--- config.mk ---
export PLATFORM = sky130hd
export DESIGN_NAME = ubcd_addsub
export DESIGN_NICKNAME = d
export VERILOG_FILES = /design/src/rtl/ubcd_pkg.sv /design/src/rtl/ubcd_digit.sv /design/src/rtl/ubcd_chain.sv /design/src/rtl/ubcd_prep.sv /design/src/rtl/ubcd_core.sv /design/src/rtl/ubcd_addsub.sv
export SDC_FILE = /design/constraint.sdc
export NUM_CORES = 1
export LEC_CHECK = 0
export CORE_MARGIN = 8
export CORE_UTILIZATION = 60
export CTS_BUF_LIST = sky130_fd_sc_hd__clkbuf_4
export DETAILED_ROUTE_END_ITERATION = 7
export GPL_ROUTABILITY_DRIVEN = 0
export GPL_TIMING_DRIVEN = 0
export PLACE_DENSITY = 0.85
export SLEW_MARGIN = 5
export SYNTH_ARGS = -nofsm -noshare
export SYNTH_HDL_FRONTEND = slang
export SYNTH_SLANG_ARGS = --single-unit
--- constraint.sdc ---
create_clock -name clk_i -period 18.4 [get_ports clk_i]
set_clock_uncertainty 0.15 [all_clocks]
set_input_delay 3.68 -clock clk_i [delete_from_list [all_inputs] [get_ports clk_i]]
set_output_delay 3.68 -clock clk_i [all_outputs]
set_load 0.01 [all_outputs]
--- src/rtl/ubcd_pkg.sv ---
package ubcd_pkg;

  typedef struct packed {
    logic eff_sub;
    logic sgn_a;
    logic smode;
    logic bin;
  } ctl_t;

  // 9 - d for a BCD digit: invert, then subtract six
  function automatic logic [3:0] nines(input logic [3:0] d);
    return 4'(~d) - 4'd6;
  endfunction

endpackage

--- src/rtl/ubcd_digit.sv ---
module ubcd_digit (
  input  logic [3:0] x_i,
  input  logic [3:0] y_i,
  input  logic       c_i,
  input  logic       dec_i,
  output logic [3:0] s_o,
  output logic       c_o
);
  logic [4:0] raw;
  logic       fix;

  always_comb begin
    raw = {1'b0, x_i} + {1'b0, y_i} + {4'b0, c_i};
    fix = dec_i && (raw > 5'd9);
    s_o = fix ? 4'(raw + 5'd6) : raw[3:0];
    c_o = fix | raw[4];
  end
endmodule

--- src/rtl/ubcd_chain.sv ---
module ubcd_chain #(
  parameter int NDIG = 8,
  localparam int W = 4 * NDIG
) (
  input  logic [W-1:0] x_i,
  input  logic [W-1:0] y_i,
  input  logic         c_i,
  input  logic         dec_i,
  output logic [W-1:0] s_o,
  output logic         c_o
);
  logic [NDIG:0] cy;
  assign cy[0] = c_i;

  for (genvar g = 0; g < NDIG; g++) begin : g_dig
    ubcd_digit u_dig (
      .x_i  (x_i[4*g +: 4]),
      .y_i  (y_i[4*g +: 4]),
      .c_i  (cy[g]),
      .dec_i(dec_i),
      .s_o  (s_o[4*g +: 4]),
      .c_o  (cy[g+1])
    );
  end

  assign c_o = cy[NDIG];
endmodule

--- src/rtl/ubcd_prep.sv ---
module ubcd_prep
  import ubcd_pkg::*;
#(
  parameter int NDIG = 8,
  localparam int W = 4 * NDIG
) (
  input  logic [W-1:0] op_a_i,
  input  logic [W-1:0] op_b_i,
  input  logic         sub_i,
  input  logic         signed_i,
  input  logic         bin_i,
  output logic [W-1:0] mag_a_o,
  output logic [W-1:0] opnd_b_o,
  output ctl_t         ctl_o
);
  logic         sa, sb, esub;
  logic [W-1:0] mb, b_nine;

  assign sa      = op_a_i[W-1] & signed_i;
  assign sb      = op_b_i[W-1] & signed_i;
  assign esub    = sa ^ sb ^ sub_i;
  assign mag_a_o = signed_i ? {1'b0, op_a_i[W-2:0]} : op_a_i;
  assign mb      = signed_i ? {1'b0, op_b_i[W-2:0]} : op_b_i;

  for (genvar g = 0; g < NDIG; g++) begin : g_nine
    assign b_nine[4*g +: 4] = nines(mb[4*g +: 4]);
  end

  assign opnd_b_o = !esub ? mb : (bin_i ? ~mb : b_nine);
  assign ctl_o    = '{eff_sub: esub, sgn_a: sa, smode: signed_i, bin: bin_i};
endmodule

--- src/rtl/ubcd_core.sv ---
module ubcd_core
  import ubcd_pkg::*;
#(
  parameter int NDIG = 8,
  localparam int W = 4 * NDIG
) (
  input  logic [W-1:0] mag_a_i,
  input  logic [W-1:0] opnd_b_i,
  input  ctl_t         ctl_i,
  output logic [W-1:0] res_o,
  output logic         sign_o,
  output logic         ovf_o
);
  logic [W-1:0] sum_c0, sum_c1, recomp, mag;
  logic         cout_c0, cout_c1, fzero, zero;

  // both carry-in candidates in parallel; cout_c0 picks
  ubcd_chain #(.NDIG(NDIG)) u_c0 (
    .x_i(mag_a_i), .y_i(opnd_b_i), .c_i(1'b0), .dec_i(~ctl_i.bin),
    .s_o(sum_c0), .c_o(cout_c0)
  );
  ubcd_chain #(.NDIG(NDIG)) u_c1 (
    .x_i(mag_a_i), .y_i(opnd_b_i), .c_i(1'b1), .dec_i(~ctl_i.bin),
    .s_o(sum_c1), .c_o(cout_c1)
  );

  logic [W-1:0] sum_nine;
  for (genvar g = 0; g < NDIG; g++) begin : g_rc
    assign sum_nine[4*g +: 4] = nines(sum_c0[4*g +: 4]);
  end

  assign recomp = ctl_i.bin ? ~sum_c0 : sum_nine;

  always_comb begin
    if (!ctl_i.eff_sub)  mag = sum_c0;
    else if (cout_c0)    mag = sum_c1;
    else                 mag = recomp;
    ovf_o  = !ctl_i.eff_sub && (cout_c0 || (ctl_i.smode && mag[W-1]));
    fzero  = ctl_i.smode ? (mag[W-2:0] == '0) : (mag == '0);
    zero   = fzero && !ovf_o;
    sign_o = zero ? 1'b0 : ((ctl_i.eff_sub && !cout_c0) ? ~ctl_i.sgn_a : ctl_i.sgn_a);
    res_o  = ctl_i.smode ? {sign_o, mag[W-2:0]} : mag;
  end

  logic unused_c1;
  assign unused_c1 = cout_c1;
endmodule

--- src/rtl/ubcd_addsub.sv ---
module ubcd_addsub
  import ubcd_pkg::*;
#(
  parameter int NDIG = 8,
  localparam int W = 4 * NDIG
) (
  input  logic         clk_i,
  input  logic         rst_ni,
  input  logic         valid_i,
  input  logic [W-1:0] op_a_i,
  input  logic [W-1:0] op_b_i,
  input  logic         sub_i,
  input  logic         signed_i,
  input  logic         bin_i,
  output logic         valid_o,
  output logic [W-1:0] res_o,
  output logic         sign_o,
  output logic         ovf_o
);
  logic [W-1:0] pa_d, pb_d, pa_q, pb_q, res_d;
  ctl_t         ctl_d, ctl_q;
  logic         vld_q, sign_d, ovf_d;

  ubcd_prep #(.NDIG(NDIG)) u_prep (
    .op_a_i, .op_b_i, .sub_i, .signed_i, .bin_i,
    .mag_a_o(pa_d), .opnd_b_o(pb_d), .ctl_o(ctl_d)
  );

  always_ff @(posedge clk_i or negedge rst_ni) begin
    if (!rst_ni) begin
      pa_q <= '0; pb_q <= '0; ctl_q <= '0; vld_q <= 1'b0;
    end else begin
      pa_q <= pa_d; pb_q <= pb_d; ctl_q <= ctl_d; vld_q <= valid_i;
    end
  end

  ubcd_core #(.NDIG(NDIG)) u_core (
    .mag_a_i(pa_q), .opnd_b_i(pb_q), .ctl_i(ctl_q),
    .res_o(res_d), .sign_o(sign_d), .ovf_o(ovf_d)
  );

  always_ff @(posedge clk_i or negedge rst_ni) begin
    if (!rst_ni) begin
      valid_o <= 1'b0; res_o <= '0; sign_o <= 1'b0; ovf_o <= 1'b0;
    end else begin
      valid_o <= vld_q; res_o <= res_d; sign_o <= sign_d; ovf_o <= ovf_d;
    end
  end
endmodule

[Word-level counts from Yosys, hierarchy flattened]
Index checks and enable logic that the tools add are counted.
Cells by class
  add/subtract/negate cells: 55
  shift operators: 0
  equality and inequality tests: 0
  divide/modulo/power cells: 0
  muxes and demuxes: 27
  magnitude comparators: 16
  reduce and logical (&&, ||, !) cells: 26
  bitwise gates (word level): 39
  multipliers: 0
Operators by type and width (count)
  32-bit 2-to-1 mux: 8
  5-bit by 4-bit greater-than comparator with 1-bit output, second input constant: 16
  5-bit by 1-bit adder with 5-bit output: 14
  4-bit by 3-bit adder with 4-bit output, second input constant: 16
  4-bit 2-to-1 mux: 16
  32-bit inverter: 2
  4-bit inverter: 16
  4-bit by 3-bit subtractor with 4-bit output, second input constant: 16
  4-bit by 4-bit adder with 5-bit output: 8
  32-bit logical NOT: 1
  31-bit logical NOT: 1
  1-bit logical AND: 20
  1-bit bitwise OR: 15
  5-bit by 1-bit adder with 5-bit output, second input constant: 1
  1-bit logical NOT: 3
  1-bit 2-to-1 mux: 3
  1-bit AND: 2
  1-bit inverter: 2
  1-bit XOR: 2
  1-bit logical OR: 1
Storage, ports and cells
  output and inout bits: 35
  register bits after elaboration: 104
  bits in read-only memories: 0
  bits in latches: 0
  memories: 0
  bits in writable memories: 0

[Depth between registers and ports, before layout]
  word-level depth: 44
  mapped depth: 79
  mapped depth without buffers: 79

[Modules after synthesis]
From an unflattened synthesis, not the netlist that was laid out.
Unflattened totals
  cells, all modules: 914
  area, all modules: 8719.6 um^2
Modules (own cells, without submodules)
  ubcd_digit: times used 16, cells each 29, area an instance 242.7 um^2, seq. area each 0.0 um^2
  ubcd_addsub: times used 1, cells each 104, area an instance 2602.5 um^2, seq. area each 2602.5 um^2
  ubcd_core: times used 1, cells each 207, area an instance 1232.4 um^2, seq. area each 0.0 um^2
  ubcd_prep: times used 1, cells each 139, area an instance 1001.0 um^2, seq. area each 0.0 um^2

[Worst setup path after synthesis]
No wires, ideal clock.
  kind: reg-to-reg
  from: register pa_q[0]
  to: register sign_o
  cell stages (with the launch flop): 73
  slack: 3993 ps
  library setup time: 119 ps
  path buffers: 0
  clock period less this slack: 14407 ps
  data arrival time: 14138 ps
  cell sequence: dfrtp_1 > ha_1 > fa_1 > ha_1 > xnor3_1 > ha_1 > a32oi_1 > a211oi_1 > a221oi_2 > nand2b_1 > ha_1 > xnor2_1 > ha_1 > a21boi_0 > a311oi_1 > maj3_1 > o21ai_0 > nand2_1 > [... 37 more ...] > a21boi_0 > a311o_1 > o21ai_0 > a21oi_1 > a31oi_1 > ha_1 > nand2_1 > xnor2_1 > ha_1 > a21boi_0 > a311oi_1 > o2111ai_1 > a21o_1 > a22oi_1 > o22ai_1 > nor4_1 > nand4_1 > and2_1
On the way
  cells in the longest elaborated chain, start to end: 43
  elaborated cells between the ends (all ways): 127
RTL lines
  start: declaration: line ubcd_addsub.sv:20  | logic [W-1:0] pa_d, pb_d, pa_q, pb_q, res_d;
  start signal: assignment: line ubcd_addsub.sv:33  | pa_q <= pa_d; pb_q <= pb_d; ctl_q <= ctl_d; vld_q <= valid_i;
  4-bit by 4-bit adder with 5-bit output *: line ubcd_digit.sv:13  | raw = {1'b0, x_i} + {1'b0, y_i} + {4'b0, c_i};
  parallel branches: the longest is 41 deep, another holds 5-bit by 4-bit greater-than comparator with 1-bit output
  1-bit 2-to-1 mux *: line ubcd_core.sv:41  | sign_o = zero ? 1'b0 : ((ctl_i.eff_sub && !cout_c0) ? ~ctl_i.sgn_a : ctl_i.sgn_a);
  via sign_d: line ubcd_addsub.sv:22  | logic vld_q, sign_d, ovf_d;
  end signal: assignment: line ubcd_addsub.sv:46  | valid_o <= vld_q; res_o <= res_d; sign_o <= sign_d; ovf_o <= ovf_d;
  end: declaration: line ubcd_addsub.sv:17  | output logic sign_o,
Mark *: on every way through the listed nets, which the timed path passes.

[Worst setup path in the final report]
Ends and elaborated chain as after synthesis.

==> flow_summary.ini <==
[cts]
clk_pin_slew_ps = 170
ctsHtreeMaxLevel = 3
cts_hold_buf = 0
cts.path.max_buffers = 2
clk_latency_ps = 530
cts_buffers = 9
clock_sinks = 104
tritoncts = done
cts-resized-gates = 0
cts_setup_buffers = 0
root_buffer = clkbuf_4

[logic_synthesis]
synth_most_common_cell = nor2_1
synthArstFlopShare_pct = 100
synth_nets = 1356
netlist_instances = 1177
synthTopCellsByArea = dfrtp_1 (26%), ha_1 (13%), xnor2_1 (5.0%)
synth_ff_type = dfrtp_1
yosys.area.top_type = dfrtp_1
syn_area_per_cell_sq_um = 8.56
yosys_warnings = 0
synth-edff-count = 0
ys_seq_elements = 104
ys_top_cells_by_count = nor2_1 (109), dfrtp_1 (104), ha_1 (101)
netlist_area_sq_um = 10100
synth_top_area_share_pct = 25.8
seq_area_frac_synth_pct = 25.8
synthDistinctLibCells = 99

[timing]
fin_crit_ps = 17100
maxSlewHeadroom_pct = 16.3
worst_slack_ps = 1300
tightest_slew_ps = 1250
whs_ps = 227
period_share_pct = 92.9
slew_viol_final = 0
rsz0062_at_grt = false
setup_viol = 0
tns_ps = 0
fmaxAchievable_ghz = 0.0585
hold_violations = 0

[floorplanning]
die_x_um = 146
io_pins = 105
core_area_sq_um = 16500
fp-row-count = 47
start_util_pct = 61.0
dieArea_sq_um = 21200
fp.dieH_um = 146

[route]
wire_per_inst_um = 19.1
dr_wl_met3_um = 2760
via_per_inst = 6.45
wl_met2_um = 13400
drt_iter0_markers = 1127
drc = 0
ant_nets = 0
topRoutingLayerUsed = met4
vias = 9805
drt-met1-wl_um = 12000
dr.pass1.iters = 6
drt-total-wl_um = 29100

[worst_setup_path]
crit_path_end_kind = register
crit_top_cell = ha_1
worstPathArrival_ps = 17360
max_stage_delay_ps = 700
path_max_fanout = 9
crit_slowest_cell = fa_1
cp-start-kind = register
path_class = reg -> reg
cp.required_ps = 18660

[finish]
area_growth_pct = 14.6
nets = 1472
final_cells = 1519
layout-drive-gt1-share_pct = 4.93
fin_util_pct = 69.9

[global_routing]
grt_max_degree = 55
grt_usage_pct = 26.8
grt_pass1_vias = 9307
grt_pass1_wl_um = 46500
gr-total-overflow = 0
antenna_found_initial = 1

[pwr]
power_density_nw_per_um2 = 139
ir_drop_mv = 0.0741
leakage_nw = 4.86

[placed_design]
dp_cells = 1502
portBuffers = 104
hpwlAfterDp_um = 22200
dp_slack_ps = 1490

[outcome]
status = complete, no violations

[flow_run]
timing.max_cap.violations = 0

[worst_hold_path]
holdCritPathClass = reg -> reg
## metrics by stage
step	area, sq um	power, mW
4_1_cts	11500	1.58
5_1_grt	11500	1.73
2_1_floorplan	10100	1.12
6_report	11500	1.61
3_3_place_gp	11400	1.43
3_5_place_dp	11400	1.46
## layout make-up
class	instances	area [sq um]
clock inverters	7	53.8
inverters	56	210
fillers	1352	4980
clock buffers	9	67.6
well taps	220	275
repair buffers	105	1070
diodes	1	2.50
multi-input cells	968	7060
flip-flops and latches	104	2600
plain buffers	49	210
## path summary, 6_finish.rpt
| kind | startpoint | end | slack [ps] | cells after the start |
|---|---|---|---|---|
| max | pa_q[0] | sign_o | 1300 | 72 |
| max reg2reg | pa_q[0] | sign_o | 1300 | 72 |
| max in group asynchronous | rst_ni | pb_q[20] | 14390 | 2 |
| min in group asynchronous | rst_ni | pa_q[11] | 3010 | 1 |
| min reg2reg | vld_q | valid_o | 230 | 0 |
| min | vld_q | valid_o | 230 | 0 |
## layer usage
layer,global-route usage (%),up-vias
met3,6.59,97
li1,-,4635
met2,44.0,502
met1,33.8,4571
met4,9.63,0
met5,0,-
## cell usage in the layout (no fill, tap or decap), types with 7 or more instances in the layout
cell type	count
nor2_1	109
dfrtp_1	104
clkdlybuf4s50_1	103
ha_1	101
o21ai_0	90
nand2_1	74
xnor2_1	58
a21oi_1	57
inv_1	54
clkbuf_1	40
nor3_1	40
nand3_1	36
a211oi_1	28
o211ai_1	22
a21o_1	21
xor2_1	15
nor2b_1	14
and2_1	13
or2_2	13
mux2i_1	13
a211o_1	12
a21boi_0	11
and3_1	10
o22ai_1	10
nand4_1	9
a22oi_1	9
o31ai_1	9
nor4_1	9
clkbuf_4	9
nand2b_1	8
fa_1	8
nand3b_1	7
a31oi_1	7
a311oi_1	7
a221oi_1	7
mux2_2	7
## logic make-up (layout without fill, tap and decap cells)
family,Yosys count,count (layout),synth area share [%]
AO/OA/AOI/OAI,378,378,26.5
AND/OR/NAND/NOR,376,376,18.6
adder cells (fa/ha/maj),112,112,14.4
buffers and inverters,105,226,4.17
flip-flops,104,104,25.8
XOR/XNOR,82,82,8.42
multiplexers,20,20,2.07
other,0,1,0
## state kept, by name, summed over array words and instances, names as in the netlist
register  count
ctl_q         4
ovf_o         1
pa_q         32
pb_q         32
res_o        32
sign_o        1
valid_o       1
vld_q         1
## report_power, final
part           leakage (nW)  switching (mW)  internal (mW)
logic                  3.58           0.706          0.490
clock network        0.0659          0.0844         0.0290
registers              1.22          0.0173          0.282
## worst max-delay path: cells and delay by family, from the launching register on
family                     cells  cell delay, ps
AOI/OAI and AO/OA             33            7410
xor gates and xnor gates       8            1890
adders and majority gates     19            5320
buffers and inverters          1             100
DFF                            1             410
and+or+nand+nor               11            1690
No activity file was read; power rests on OpenSTA's default activity.
